`config.mk`:
```
export PLATFORM = sky130hd
export DESIGN_NAME = nor_cmd_seq
export DESIGN_NICKNAME = d
export VERILOG_FILES = /design/src/rtl/nor_seq_pkg.sv /design/src/rtl/nor_addr_shift.sv /design/src/rtl/nor_step_gen.sv /design/src/rtl/nor_cmd_seq.sv
export SDC_FILE = /design/constraint.sdc
export NUM_CORES = 1
export LEC_CHECK = 0
export BUFFER_PORTS_ARGS = -buffer_cell sky130_fd_sc_hd__buf_2
export CAP_MARGIN = 15
export CORE_MARGIN = 10
export CORE_UTILIZATION = 25
export CTS_BUF_LIST = sky130_fd_sc_hd__clkbuf_8
export DETAILED_ROUTE_END_ITERATION = 12
export PLACE_DENSITY = 0.42
export SYNTH_ARGS = -nofsm -noshare
export SYNTH_HDL_FRONTEND = slang
export SYNTH_SLANG_ARGS = --single-unit
```
`constraint.sdc`:
```
create_clock -name clk -period 9.15 [get_ports clk]
set_input_delay 1.3725 -clock clk [delete_from_list [all_inputs] [get_ports clk]]
set_output_delay 1.3725 -clock clk [all_outputs]
set_load 0.01 [all_outputs]
```
`src/rtl/nor_seq_pkg.sv`:
```
package nor_seq_pkg;

    typedef enum logic [2:0] {
        OP_IDENT   = 3'd0,
        OP_TO_READ = 3'd1,
        OP_PROG    = 3'd2,
        OP_BUFPROG = 3'd3,
        OP_SECTOR  = 3'd4,
        OP_CHIP    = 3'd5,
        OP_QUERY   = 3'd6,
        OP_INVALID = 3'd7
    } nor_op_e;

    // word addresses of the command cycles
    localparam logic [11:0] KEY_ADDR_A = 12'h555;
    localparam logic [11:0] KEY_ADDR_B = 12'h2AA;
    localparam logic [11:0] QRY_ADDR   = 12'h055;
    localparam logic [11:0] QRY_BASE   = 12'h010;

    // command bytes
    localparam logic [7:0] KEY_A       = 8'hAA;
    localparam logic [7:0] KEY_B       = 8'h55;
    localparam logic [7:0] C_IDENT     = 8'h90;
    localparam logic [7:0] C_PROG      = 8'hA0;
    localparam logic [7:0] C_ERASE_PRE = 8'h80;
    localparam logic [7:0] C_SECTOR    = 8'h30;
    localparam logic [7:0] C_CHIP      = 8'h10;
    localparam logic [7:0] C_LOAD      = 8'h25;
    localparam logic [7:0] C_COMMIT    = 8'h29;
    localparam logic [7:0] C_TO_READ   = 8'hF0;
    localparam logic [7:0] C_QUERY     = 8'h98;

endpackage

```
`src/rtl/nor_addr_shift.sv`:
```
module nor_addr_shift #(
    parameter int AW    = 24,
    parameter int SHIFT = 1
) (
    input  logic [AW-1:0]       word_addr,
    output logic [AW+SHIFT-1:0] byte_addr
);
    generate
        if (SHIFT == 0) begin : g_direct
            assign byte_addr = word_addr;
        end else begin : g_shifted
            assign byte_addr = {word_addr, {SHIFT{1'b0}}};
        end
    endgenerate
endmodule

```
`src/rtl/nor_step_gen.sv`:
```
module nor_step_gen
    import nor_seq_pkg::*;
#(
    parameter int AW = 24,
    parameter int DW = 16,
    parameter int CW = 6,
    parameter int SW = 6
) (
    input  nor_op_e         op,
    input  logic [SW-1:0]   step,
    input  logic [AW-1:0]   base,
    input  logic [CW-1:0]   count,
    input  logic [DW-1:0]   word,
    input  logic [DW-1:0]   buf_word,
    output logic            cyc_we,
    output logic [AW-1:0]   cyc_addr,
    output logic [DW-1:0]   cyc_data,
    output logic            cyc_last
);
    logic [SW-1:0] load_idx;

    always_comb begin
        cyc_we   = 1'b1;
        cyc_addr = '0;
        cyc_data = '0;
        cyc_last = 1'b0;
        load_idx = step - SW'(4);

        case (op)
            OP_IDENT: begin
                case (step)
                    SW'(0): begin cyc_addr = AW'(KEY_ADDR_A); cyc_data = DW'(KEY_A); end
                    SW'(1): begin cyc_addr = AW'(KEY_ADDR_B); cyc_data = DW'(KEY_B); end
                    SW'(2): begin cyc_addr = AW'(KEY_ADDR_A); cyc_data = DW'(C_IDENT); end
                    SW'(3): begin cyc_we = 1'b0; cyc_addr = AW'(12'h000); end
                    SW'(4): begin cyc_we = 1'b0; cyc_addr = AW'(12'h001); end
                    SW'(5): begin cyc_we = 1'b0; cyc_addr = AW'(12'h00E); end
                    default: begin cyc_we = 1'b0; cyc_addr = AW'(12'h00F); cyc_last = 1'b1; end
                endcase
            end
            OP_TO_READ: begin
                cyc_addr = base;
                cyc_data = DW'(C_TO_READ);
                cyc_last = 1'b1;
            end
            OP_PROG: begin
                case (step)
                    SW'(0): begin cyc_addr = AW'(KEY_ADDR_A); cyc_data = DW'(KEY_A); end
                    SW'(1): begin cyc_addr = AW'(KEY_ADDR_B); cyc_data = DW'(KEY_B); end
                    SW'(2): begin cyc_addr = AW'(KEY_ADDR_A); cyc_data = DW'(C_PROG); end
                    default: begin cyc_addr = base; cyc_data = word; cyc_last = 1'b1; end
                endcase
            end
            OP_SECTOR, OP_CHIP: begin
                case (step)
                    SW'(0), SW'(3): begin cyc_addr = AW'(KEY_ADDR_A); cyc_data = DW'(KEY_A); end
                    SW'(1), SW'(4): begin cyc_addr = AW'(KEY_ADDR_B); cyc_data = DW'(KEY_B); end
                    SW'(2): begin cyc_addr = AW'(KEY_ADDR_A); cyc_data = DW'(C_ERASE_PRE); end
                    default: begin
                        cyc_last = 1'b1;
                        if (op == OP_SECTOR) begin
                            cyc_addr = base;
                            cyc_data = DW'(C_SECTOR);
                        end else begin
                            cyc_addr = AW'(KEY_ADDR_A);
                            cyc_data = DW'(C_CHIP);
                        end
                    end
                endcase
            end
            OP_BUFPROG: begin
                case (step)
                    SW'(0): begin cyc_addr = AW'(KEY_ADDR_A); cyc_data = DW'(KEY_A); end
                    SW'(1): begin cyc_addr = AW'(KEY_ADDR_B); cyc_data = DW'(KEY_B); end
                    SW'(2): begin cyc_addr = base; cyc_data = DW'(C_LOAD); end
                    SW'(3): begin cyc_addr = base; cyc_data = DW'(count) - DW'(1); end
                    default: begin
                        if (load_idx < SW'(count)) begin
                            cyc_addr = base + AW'(load_idx);
                            cyc_data = buf_word;
                        end else begin
                            cyc_addr = base + AW'(count) - AW'(1);
                            cyc_data = DW'(C_COMMIT);
                            cyc_last = 1'b1;
                        end
                    end
                endcase
            end
            OP_QUERY: begin
                if (step == SW'(0)) begin
                    cyc_addr = AW'(QRY_ADDR);
                    cyc_data = DW'(C_QUERY);
                end else begin
                    cyc_we   = 1'b0;
                    cyc_addr = AW'(QRY_BASE) + AW'(step) - AW'(1);
                    cyc_last = (step == SW'(4));
                end
            end
            default: cyc_last = 1'b1;
        endcase
    end
endmodule

```
`src/rtl/nor_cmd_seq.sv`:
```
module nor_cmd_seq
    import nor_seq_pkg::*;
#(
    parameter int AW         = 24,
    parameter int DW         = 16,
    parameter int ADDR_SHIFT = 1,
    parameter int BUF_MAX    = 32,
    localparam int CW        = $clog2(BUF_MAX + 1),
    localparam int SW        = $clog2(BUF_MAX + 6)
) (
    input  logic                     clk,
    input  logic                     rst_n,
    input  logic                     req_valid,
    input  logic [2:0]               req_op,
    input  logic [AW-1:0]            req_addr,
    input  logic [DW-1:0]            req_wdata,
    input  logic [CW-1:0]            req_count,
    output logic                     busy,
    output logic                     done,
    output logic                     err,
    output logic [CW-1:0]            buf_index,
    input  logic [DW-1:0]            buf_wdata,
    output logic                     bus_valid,
    output logic                     bus_we,
    output logic [AW+ADDR_SHIFT-1:0] bus_addr,
    output logic [DW-1:0]            bus_wdata,
    input  logic                     bus_ready,
    input  logic [DW-1:0]            bus_rdata,
    output logic                     rd_valid,
    output logic [DW-1:0]            rd_data
);
    typedef struct packed {
        logic          busy;
        nor_op_e       op;
        logic [AW-1:0] addr;
        logic [CW-1:0] count;
        logic [DW-1:0] word;
        logic [SW-1:0] step;
        logic          done;
        logic          err;
        logic          rd_valid;
        logic [DW-1:0] rd_data;
    } seq_state_t;

    seq_state_t st_d, st_q;

    logic          cyc_we;
    logic [AW-1:0] cyc_addr;
    logic [DW-1:0] cyc_data;
    logic          cyc_last;
    logic          req_bad;
    nor_op_e       req_kind;

    nor_step_gen #(.AW(AW), .DW(DW), .CW(CW), .SW(SW)) u_step (
        .op       (st_q.op),
        .step     (st_q.step),
        .base     (st_q.addr),
        .count    (st_q.count),
        .word     (st_q.word),
        .buf_word (buf_wdata),
        .cyc_we   (cyc_we),
        .cyc_addr (cyc_addr),
        .cyc_data (cyc_data),
        .cyc_last (cyc_last)
    );

    nor_addr_shift #(.AW(AW), .SHIFT(ADDR_SHIFT)) u_shift (
        .word_addr (cyc_addr),
        .byte_addr (bus_addr)
    );

    assign req_kind = nor_op_e'(req_op);
    assign req_bad  = (req_kind == OP_INVALID) ||
                      ((req_kind == OP_BUFPROG) &&
                       ((req_count == '0) || (req_count > CW'(BUF_MAX))));

    always_comb begin
        st_d          = st_q;
        st_d.done     = 1'b0;
        st_d.err      = 1'b0;
        st_d.rd_valid = 1'b0;
        if (!st_q.busy) begin
            if (req_valid) begin
                if (req_bad) begin
                    st_d.err = 1'b1;
                end else begin
                    st_d.busy  = 1'b1;
                    st_d.op    = req_kind;
                    st_d.addr  = req_addr;
                    st_d.count = req_count;
                    st_d.word  = req_wdata;
                    st_d.step  = '0;
                end
            end
        end else if (bus_ready) begin
            if (!cyc_we) begin
                st_d.rd_valid = 1'b1;
                st_d.rd_data  = bus_rdata;
            end
            if (cyc_last) begin
                st_d.busy = 1'b0;
                st_d.done = 1'b1;
            end else begin
                st_d.step = st_q.step + SW'(1);
            end
        end
    end

    always_ff @(posedge clk) begin
        if (!rst_n) begin
            st_q <= '0;
        end else begin
            st_q <= st_d;
        end
    end

    assign busy      = st_q.busy;
    assign bus_valid = st_q.busy;
    assign bus_we    = cyc_we;
    assign bus_wdata = cyc_data;
    assign done      = st_q.done;
    assign err       = st_q.err;
    assign rd_valid  = st_q.rd_valid;
    assign rd_data   = st_q.rd_data;
    assign buf_index = (st_q.op == OP_BUFPROG && st_q.step >= SW'(4))
                       ? CW'(st_q.step - SW'(4)) : '0;
endmodule

```
==> flow_summary.yaml, run 1 <==
run_status:
  status: "completed"
timing:
  hold-worst-slack_ns: 0.462
  tns_ns: 0
  rsz0062_at_grt: "false"
  slew_headroom: 0.283
  finClkSkew_ns: 0.0220
  timing.final.ws_setup_ns: 3.28
  max_freq_mhz: 170
  finalCriticalPeriod_ns: 5.87
  hold_viol: 0
  setup_violations: 0
  fin_crit_sh: 0.641
  slew_viol_final: 0
  tightest_slew_ns: 1.08
clock_network:
  cts_buffers: 9
  clk_path_buf_depth: 2
  cts.sinks: 75
  cts_hold_buf: 0
  worstSkewPairLatency_ns: 0.37
  clk_pin_slew_ns: 0.10
  cts_max_level: 3
  root_buffer: "clkbuf_8"
  cts_tree: "done"
  post_cts_resized: 0
  post_cts_buffers: 0
drt:
  vias: 7411
  routedWlPerCell_um: 19.6
  postRouteWirelength_um: 28900
  final_antenna_net_count: 0
  drt-vias-per-instance: 5.03
  dr.pass1.iters: 5
  first_iter_violations: 506
  drc: 0
logic_synthesis:
  synth_edf_count: 0
  synth_warnings: 0
  synth_top_flop_cell: "dfxtp_1"
  synth_cells: 983
  synth_cell_types: 77
  syn-num-nets: 1140
  synth_seq_cells: 75
  ys_seq_area_frac: 0.213
  synthArstFlopShare: 0
  avgSynthCellArea_um2: 7.18
  syn_area_mm2: 0.00706
global_routing:
  grt_max_degree: 51
  grt.total_usage: 0.158
  grt_overflow_total: 0
  antenna_found_initial: 8
  grt_pass1_wl_um: 44600
  grt_pass1_vias: 7509
finish:
  design_area_mm2: 0.00823
  fin_nets: 1244
  drive_gt1_frac: 0.178
  area_growth_syn_to_layout_pct: 16.5
  nFillCells: 3112
pwr:
  p_per_area_mw_per_mm2: 134
  power_frac_comb: 0.367
  p_total_w: 0.00110
  pwr-share-seq: 0.332
  internal_power_w: 0.000682
  switching_share: 0.382
  max-vdd-ir-drop_v: 0.0000771
  p_clk_frac: 0.300
  p_leak_nw: 3.71
  p_sw_w: 0.000422
placed_design:
  place_area_mm2: 0.00798
  io_buffer_count: 152
  pre_cts_ws_ns: 3.72
  hpwl_um: 22800
  gp_congestion: 0.879
floorplanning:
  fp.dieArea_mm2: 0.0354
  coreArea_mm2: 0.0279
  die_x_um: 188
  ios: 154
  rows: 61
  start_util: 0.253
  fp.dieH_um: 188
flow_run:
  max_cap_viol_count: 0
worst_setup_path:
  worstPathMaxFanout: 16
  crit_type: "reg -> out"
  crit_arrival_ns: 4.50
  end_kind: "output port"
  cp.required_ns: 7.78
  worstSetupStartpoint: "st_q[21]"
  rr_startpoint: "st_q[21]"
  cp-start-kind: "flop"
min_path:
  hold_class: "reg -> reg"
  min-delay-start: "st_q[40]"
-- flip-flops by register name (all words and copies together) (netlist names) --
register and cells:
st_q 55, rd_data 16, bus_valid 1, done 1, err 1, rd_valid 1
-- cell usage in the layout, fill, tap and decap left out, types with 14 or more instances in the layout --
cell type	synthesis	layout
inv_1	56	57
a21oi_1	121	121
buf_2	14	152
a211oi_1	14	14
mux2i_1	18	18
o21ai_0	58	57
ha_1	70	70
dfxtp_1	75	75
xnor2_1	34	34
nand2_1	160	160
nor2_1	81	81
nand3_1	20	20
nor3_1	24	24
-- cells by family (layout without fill, tap and decap cells) --
logic type / after synthesis / in the layout / synth area share
and+or+nand+nor: 352 / 352 / 0.223
AOI/OAI and AO/OA: 302 / 302 / 0.275
buffers and inverters: 122 / 231 / 0.0822
DFF: 75 / 75 / 0.213
adders and majority gates: 72 / 72 / 0.130
xor gates and xnor gates: 40 / 40 / 0.0496
muxes: 19 / 19 / 0.0271
other: 1 / 4 / 0.000531
-- worst max-delay path, cell delays in order, from the launching register on --
cell and delay (ns):
dfxtp_1 0.47, inv_1 0.17, ha_1 0.38, xor2_1 0.30, ha_1 0.30, a21o_1 0.16, a21oi_1 0.18, o21a_1 0.66
nand2_1 0.55, o21bai_1 0.28, a211oi_1 0.09, a211oi_1 0.38, buf_2 0.21
-- through the flow --
stage,instances,util
3_3_place_gp,1454,0.286
2_1_floorplan,983,-
4_1_cts,1470,0.295
3_5_place_dp,1454,0.286
5_1_grt,1470,0.295
6_report,1473,0.295
-- power groups by stage --
stage               combinational, W  clock (W)  sequential [W]
detailed placement          0.000403          0        0.000375
global placement            0.000405          0        0.000375
global route                0.000452   0.000357        0.000370
CTS                         0.000406   0.000342        0.000367
floorplan                   0.000281          0        0.000363
finish                      0.000406   0.000332        0.000367
-- area by class of cell --
| class | count | area [um2] | share of cell area |
|---|---|---|---|
| Multi-Input combinational cell | 786 | 4980 | 0.606 |
| Sequential cell | 75 | 1500 | 0.183 |
| Antenna cell | 3 | 7.51 | 0.000913 |
| Tap cell | 378 | 473 | 0.0575 |
| Clock buffer | 9 | 124 | 0.0151 |
| Inverter | 57 | 214 | 0.0260 |
| Clock inverter | 7 | 116 | 0.0141 |
| Timing Repair Buffer | 158 | 806 | 0.0979 |
-- path summary, 6_finish.rpt --
kind | to | slack [ns] | cells after the start
setup / recovery | bus_addr[15] | 3.28 | 12
hold / removal | st_q[40] | 0.46 | 2
setup reg to reg | bus_valid | 5.48 | 11
hold reg to reg | st_q[40] | 0.46 | 2
-- routing by layer --
layer,up-vias,routed length (um),track usage
met4,10,391,0.0348
li1,3664,-,-
met2,246,12500,0.246
met1,3460,13700,0.207
met3,31,2280,0.0521
met5,-,60,0
-- Yosys cell counts (13+ instances only) --
cell,instances,share of area
nand2_1,160,0.085
a21oi_1,121,0.086
nor2_1,81,0.043
dfxtp_1,75,0.21
ha_1,70,0.12
o21ai_0,58,0.041
inv_1,56,0.030
xnor2_1,34,0.042
clkbuf_1,26,0.014
nor3_1,24,0.017
buf_4,22,0.023
nand3_1,20,0.014
mux2i_1,18,0.026
a211oi_1,14,0.015
buf_2,14,0.0099
a21o_1,13,0.014
and3_1,13,0.012
Note: power is estimated with default switching activity, not from simulation.
==> run 2, diff against run 1 <==
- ABC_AREA: not set -> 1
- clock period: 9.15 -> 5.6 ns (I/O delays scaled with it)
==> flow_summary.yaml, run 2 <==
global_routing:
  grt_pass1_vias: 8461
  grt_max_degree: 56
  grt_overflow_total: 0
  grt.total_usage: 0.166
  grt_pass1_wl_um: 47800
  antenna_found_initial: 3
clock_network:
  cts_tree: "done"
  cts_buffers: 9
  post_cts_buffers: 0
  cts_hold_buf: 0
  worstSkewPairLatency_ns: 0.39
  cts.sinks: 75
  clk_pin_slew_ns: 0.09
  post_cts_resized: 0
  root_buffer: "clkbuf_8"
  cts_max_level: 3
  clk_path_buf_depth: 2
worst_setup_path:
  rr_startpoint: "st_q[21]"
  worstPathMaxFanout: 10
  cp-start-kind: "flop"
  critical-path-slowest-cell: "dfxtp_1"
  crit_arrival_ns: 3.84
  reg2reg_to: "st_q[24]"
  slowest_delay_ns: 0.53
  end_kind: "output port"
  cpMostUsedCell: "nand2_1"
  cp.required_ns: 4.76
  crit_type: "reg -> out"
  crit_chain: "inv_1, ha_1, or2_2, nand2_1, ha_1, a21oi_1, o21ai_0, nor2_1, inv_1, nand2_1, nand2_1, nand2_1, o21ai_0, nand2_1, nand2_1, nand2_1, buf_2"
  reg2reg_depth: 15
  rrSetupSlack_ns: 2.40
drt:
  first_iter_violations: 569
  vias: 8324
  drc: 0
  dr.pass1.iters: 5
  postRouteWirelength_um: 31300
  routedWlPerCell_um: 18.4
  drt-vias-per-instance: 4.88
  final_antenna_net_count: 0
logic_synthesis:
  yosys-top-cells-area: "dfxtp_1, nand2_1, ha_1"
  synth_fa_ha_area_frac: 0.123
  muxShareOfSynthArea: 0
  synth_warnings: 0
  synthArstFlopShare: 0
  synthTopCellsByCount: "nand2_1, inv_1, o21ai_0"
  synth_compound_area_frac: 0.223
  synth_seq_cells: 75
  post-synth-top-count-cell: "nand2_1"
  synth_cells: 1194
  yosys.area.top_type_share: 0.201
  synth_top_cell_by_area: "dfxtp_1"
  avgSynthCellArea_um2: 6.25
  synth_top_family_by_area: "simple AND/OR/NAND/NOR gates"
  synth_cell_types: 52
  yosys.area_share.simple: 0.309
  synth_xor_area_frac: 0.0247
  syn_area_mm2: 0.00746
  synth_edf_count: 0
  ys_seq_area_frac: 0.201
  syn-num-nets: 1351
  synth_top_flop_cell: "dfxtp_1"
pwr:
  p_total_w: 0.00211
  internal_power_w: 0.00115
  switching_share: 0.453
  p_leak_nw: 4.19
  pwr-share-seq: 0.292
  p_sw_w: 0.000955
  max-vdd-ir-drop_v: 0.0000970
  p_per_area_mw_per_mm2: 242
  power_frac_comb: 0.463
  p_clk_frac: 0.245
min_path:
  hold_depth: 2
  min-delay-start: "rd_data[14]"
  hold_end: "rd_data[14]"
  hold_class: "reg -> reg"
timing:
  tightest_slew_ns: 1.07
  finalCriticalPeriod_ns: 4.68
  finClkSkew_ns: 0.0214
  slew_headroom: 0.285
  setup_violations: 0
  rsz0062_at_grt: "false"
  max_freq_mhz: 214
  fin_crit_sh: 0.835
  tns_ns: 0
  hold_viol: 0
  slew_viol_final: 0
finish:
  nFillCells: 3377
  largest_register_ffs: 55
  drive_gt1_frac: 0.163
  largest-register: "st_q"
  fin_nets: 1467
  layout_common_cells: "nand2_1, buf_2, inv_1"
  final_common_cell: "nand2_1"
  fin_util: 0.295
  area_growth_syn_to_layout_pct: 16.8
floorplanning:
  fp.dieArea_mm2: 0.0371
  die_x_um: 193
  ios: 154
  rows: 63
  coreArea_mm2: 0.0296
  fp.dieH_um: 193
  start_util: 0.252
run_status:
  status: "completed"
flow_run:
  max_cap_viol_count: 0
placed_design:
  gp_congestion: 0.911
  io_buffer_count: 152
  hpwl_um: 25300
-- run 2: changes by cell type in the layout (fill, tap and decap cells not counted), sizes merged, moves of 9 or more --
cell,previous run,this run
a211oi,14,2
a21o,14,5
and3,13,0
inv,59,159
mux2i,18,0
nand2,160,263
nand3,20,88
nand4,7,19
nor2,82,111
nor3,24,15
o21ai,61,143
xnor2,34,8
-- run 2: logic make-up (layout without fill, tap and decap cells) --
kind of cell,count (synthesis),after routing
AOI/OAI and AO/OA,303,303
buffers and inverters,210,331
other,1,2
adders and majority gates,72,72
xor gates and xnor gates,21,21
and+or+nand+nor,512,512
DFF,75,75
-- run 2: area by class of cell --
class | instances | area (um2) | area share
timing repair buffer | 159 | 813 | 0.0933
clock buffer | 9 | 124 | 0.0142
inverter | 156 | 591 | 0.0678
sequential | 75 | 1500 | 0.172
antenna | 1 | 2.50 | 0.000287
multi-input combinational | 909 | 5090 | 0.584
clock inverter | 7 | 105 | 0.0121
tap | 390 | 488 | 0.0560
-- run 2: worst max path at each step --
| stage | startpoint | end | slack (ns) | depth (start not counted) |
|---|---|---|---|---|
| after global routing | st_q[21] | bus_addr[22] | 0.58 | 17 |
| after floorplan | st_q[21] | bus_addr[24] | 2.06 | 17 |
| after detailed placement | st_q[21] | bus_addr[22] | 1.29 | 17 |
| after global placement | st_q[21] | bus_addr[10] | 1.37 | 17 |
| after CTS | st_q[21] | bus_addr[22] | 0.87 | 17 |
| final | st_q[21] | bus_addr[10] | 0.92 | 17 |
-- run 2: per-stage QoR --
stage / worst slack (ns) / hold slack, ns / std cells / area (um2)
2_1_floorplan: 2.06 / 0.424 / 1194 / 7460
3_3_place_gp: 1.37 / 0.430 / 1689 / 8480
3_5_place_dp: 1.29 / 0.435 / 1689 / 8480
4_1_cts: 0.870 / 0.451 / 1705 / 8710
5_1_grt: 0.578 / 0.460 / 1706 / 8710
6_report: 0.922 / 0.449 / 1706 / 8710
-- run 2: power by group through the flow --
stage / logic [W] / registers [W] / clock network, W
after floorplan: 0.000653 / 0.000612 / 0
after global placement: 0.000977 / 0.000627 / 0
after detailed placement: 0.000971 / 0.000627 / 0
after CTS: 0.000978 / 0.000614 / 0.000535
after global routing: 0.00110 / 0.000621 / 0.000548
final: 0.000977 / 0.000615 / 0.000517
-- run 2: critical path, delay by kind of cell, from the launching register on --
kind	cells	cell delay, ns
buf+inv	3	0.63
simple gates	9	1.06
compound gates	3	0.67
fa+ha+maj	2	0.56
flops	1	0.53
-- run 2: per-layer routing --
layer | GRT usage | vias to the layer above | wire length, um
met5 | 0 | - | 14
met4 | 0.0528 | 4 | 786
met3 | 0.0378 | 42 | 2060
met2 | 0.281 | 240 | 14900
met1 | 0.203 | 3845 | 13600
li1 | - | 4193 | -
==> run 3, diff against run 2 <==
- clock period: 5.6 -> 4.8 ns (I/O delays scaled with it)
==> flow_summary.yaml, run 3 (synthesized netlist as in run 2, its figures left out) <==
floorplanning:
  die_x_um: 193
  fp.dieH_um: 193
  coreArea_mm2: 0.0296
  ios: 154
  fp.dieArea_mm2: 0.0371
  start_util: 0.252
  rows: 63
finish:
  layout_common_cells: "nand2_1, buf_2, inv_1"
  nFillCells: 3432
  drive_gt1_frac: 0.166
  final_cells: 1711
  area_growth_syn_to_layout_pct: 17.0
  largest_register_ffs: 55
  fin_nets: 1472
  design_area_mm2: 0.00872
  largest-register: "st_q"
  final_common_cell: "nand2_1"
global_routing:
  grt.total_usage: 0.170
  antenna_found_initial: 2
  grt_max_degree: 62
  grt_overflow_total: 0
  grt_pass1_wl_um: 48700
  grt_pass1_vias: 8299
worst_setup_path:
  cpLargestDelayFamily: "simple AND/OR/NAND/NOR gates"
  crit_type: "reg -> out"
  cp-start-kind: "flop"
  cpMostUsedCell: "nand3_1"
  reg2reg_to: "st_q[24]"
  rrSetupSlack_ns: 1.53
  rr_startpoint: "st_q[21]"
  crit_arrival_ns: 3.66
  worstSetupStartpoint: "st_q[21]"
  reg2reg_depth: 15
  worst-path-buf-inv: 3
  cp.required_ns: 4.08
  end_kind: "output port"
  worstPathMaxFanout: 10
  crit_chain: "inv_1, ha_1, or2_2, nand2_1, ha_1, a21oi_1, o21ai_0, nor2_1, inv_1, nand3_1, nand3_1, nand3_1, a21oi_1, buf_2"
  slowest_delay_ns: 0.54
  critical-path-slowest-cell: "dfxtp_1"
drt:
  routedWlPerCell_um: 18.5
  vias: 8257
  postRouteWirelength_um: 31700
  drc: 0
  first_iter_violations: 584
  final_antenna_net_count: 0
  drt-vias-per-instance: 4.83
  dr.pass1.iters: 7
timing:
  tightest_slew_ns: 1.07
  slew_viol_final: 0
  rsz0062_at_grt: "false"
  slew_headroom: 0.283
  hold_viol: 0
  tns_ns: 0
  finalCriticalPeriod_ns: 4.38
  fin_crit_sh: 0.913
  max_freq_mhz: 228
  finClkSkew_ns: 0.0150
  hold-worst-slack_ns: 0.453
  setup_violations: 0
pwr:
  p_per_area_mw_per_mm2: 275
  p_leak_nw: 4.21
  max-vdd-ir-drop_v: 0.000144
placed_design:
  hpwl_um: 25900
  gp_congestion: 0.903
  place_area_mm2: 0.00852
  io_buffer_count: 152
  dp.cells: 1694
clock_network:
  cts_hold_buf: 0
  cts_buffers: 9
  root_buffer: "clkbuf_8"
  cts_tree: "done"
  clk_pin_slew_ns: 0.11
  clk_path_buf_depth: 2
  cts.sinks: 75
  post_cts_resized: 0
  cts_max_level: 3
  worstSkewPairLatency_ns: 0.39
  post_cts_buffers: 0
min_path:
  min-delay-start: "rd_data[15]"
  hold_class: "reg -> reg"
  hold_depth: 2
  hold_end: "rd_data[15]"
flow_run:
  max_cap_viol_count: 0
run_status:
  status: "completed"
run 3: cell count changes in the layout (fill, tap and decap cells not counted), sizes merged:
| cell | previous run | this run |
|---|---|---|
| buf | 159 | 164 |
| inv | 159 | 160 |
| clkinvlp | 1 | 0 |
| clkinv | 1 | 3 |
| bufinv | 2 | 0 |
run 3: layout make-up:
type	instances	area, um2	share of cell area
Tap cell	390	488	0.0559
Sequential cell	75	1500	0.172
Clock inverter	7	78.8	0.00903
Antenna cell	1	2.50	0.000287
Multi-Input combinational cell	909	5090	0.583
Clock buffer	9	124	0.0142
Inverter	156	591	0.0677
Timing Repair Buffer	164	851	0.0975
run 3: routing by layer:
layer,part of all wire,vias up,track usage
met2,0.47,198,0.283
met4,0.020,4,0.0423
met3,0.057,36,0.0412
met1,0.45,3817,0.215
li1,-,4202,-
met5,0.00066,-,0
run 3: how the worst max path moves through the flow:
stage / endpoint / cells after the start
after CTS: bus_addr[20] / 16
after global routing: bus_addr[22] / 17
after floorplan: bus_addr[24] / 17
after detailed placement: bus_addr[20] / 16
final: bus_addr[16] / 14
after global placement: bus_addr[20] / 16
run 3: worst register-to-register path, cell delays in order, from the launching register on:
cell     delay (ns)
dfxtp_1        0.54
inv_1          0.16
ha_1           0.30
or2_2          0.32
nand2_1        0.13
ha_1           0.24
nand2_1        0.08
nor2_1         0.05
nor3b_1        0.19
nand2_1        0.12
buf_4          0.27
nand2_1        0.26
nand4_4        0.20
nand2_4        0.15
nand2_1        0.07
a21oi_1        0.13
run 3: power by group:
group	total (W)	internal, W	switching, W
combinational	0.00114	0.000382	0.000760
sequential	0.000717	0.000666	0.0000511
clock	0.000541	0.000210	0.000331
run 3: stage by stage:
step	util	power (W)	worst slack, ns
after floorplan	-	0.00148	1.38
after global placement	0.288	0.00188	0.915
after detailed placement	0.288	0.00187	0.843
after CTS	0.295	0.00243	0.386
after global routing	0.295	0.00260	0.0356
final	0.295	0.00240	0.417
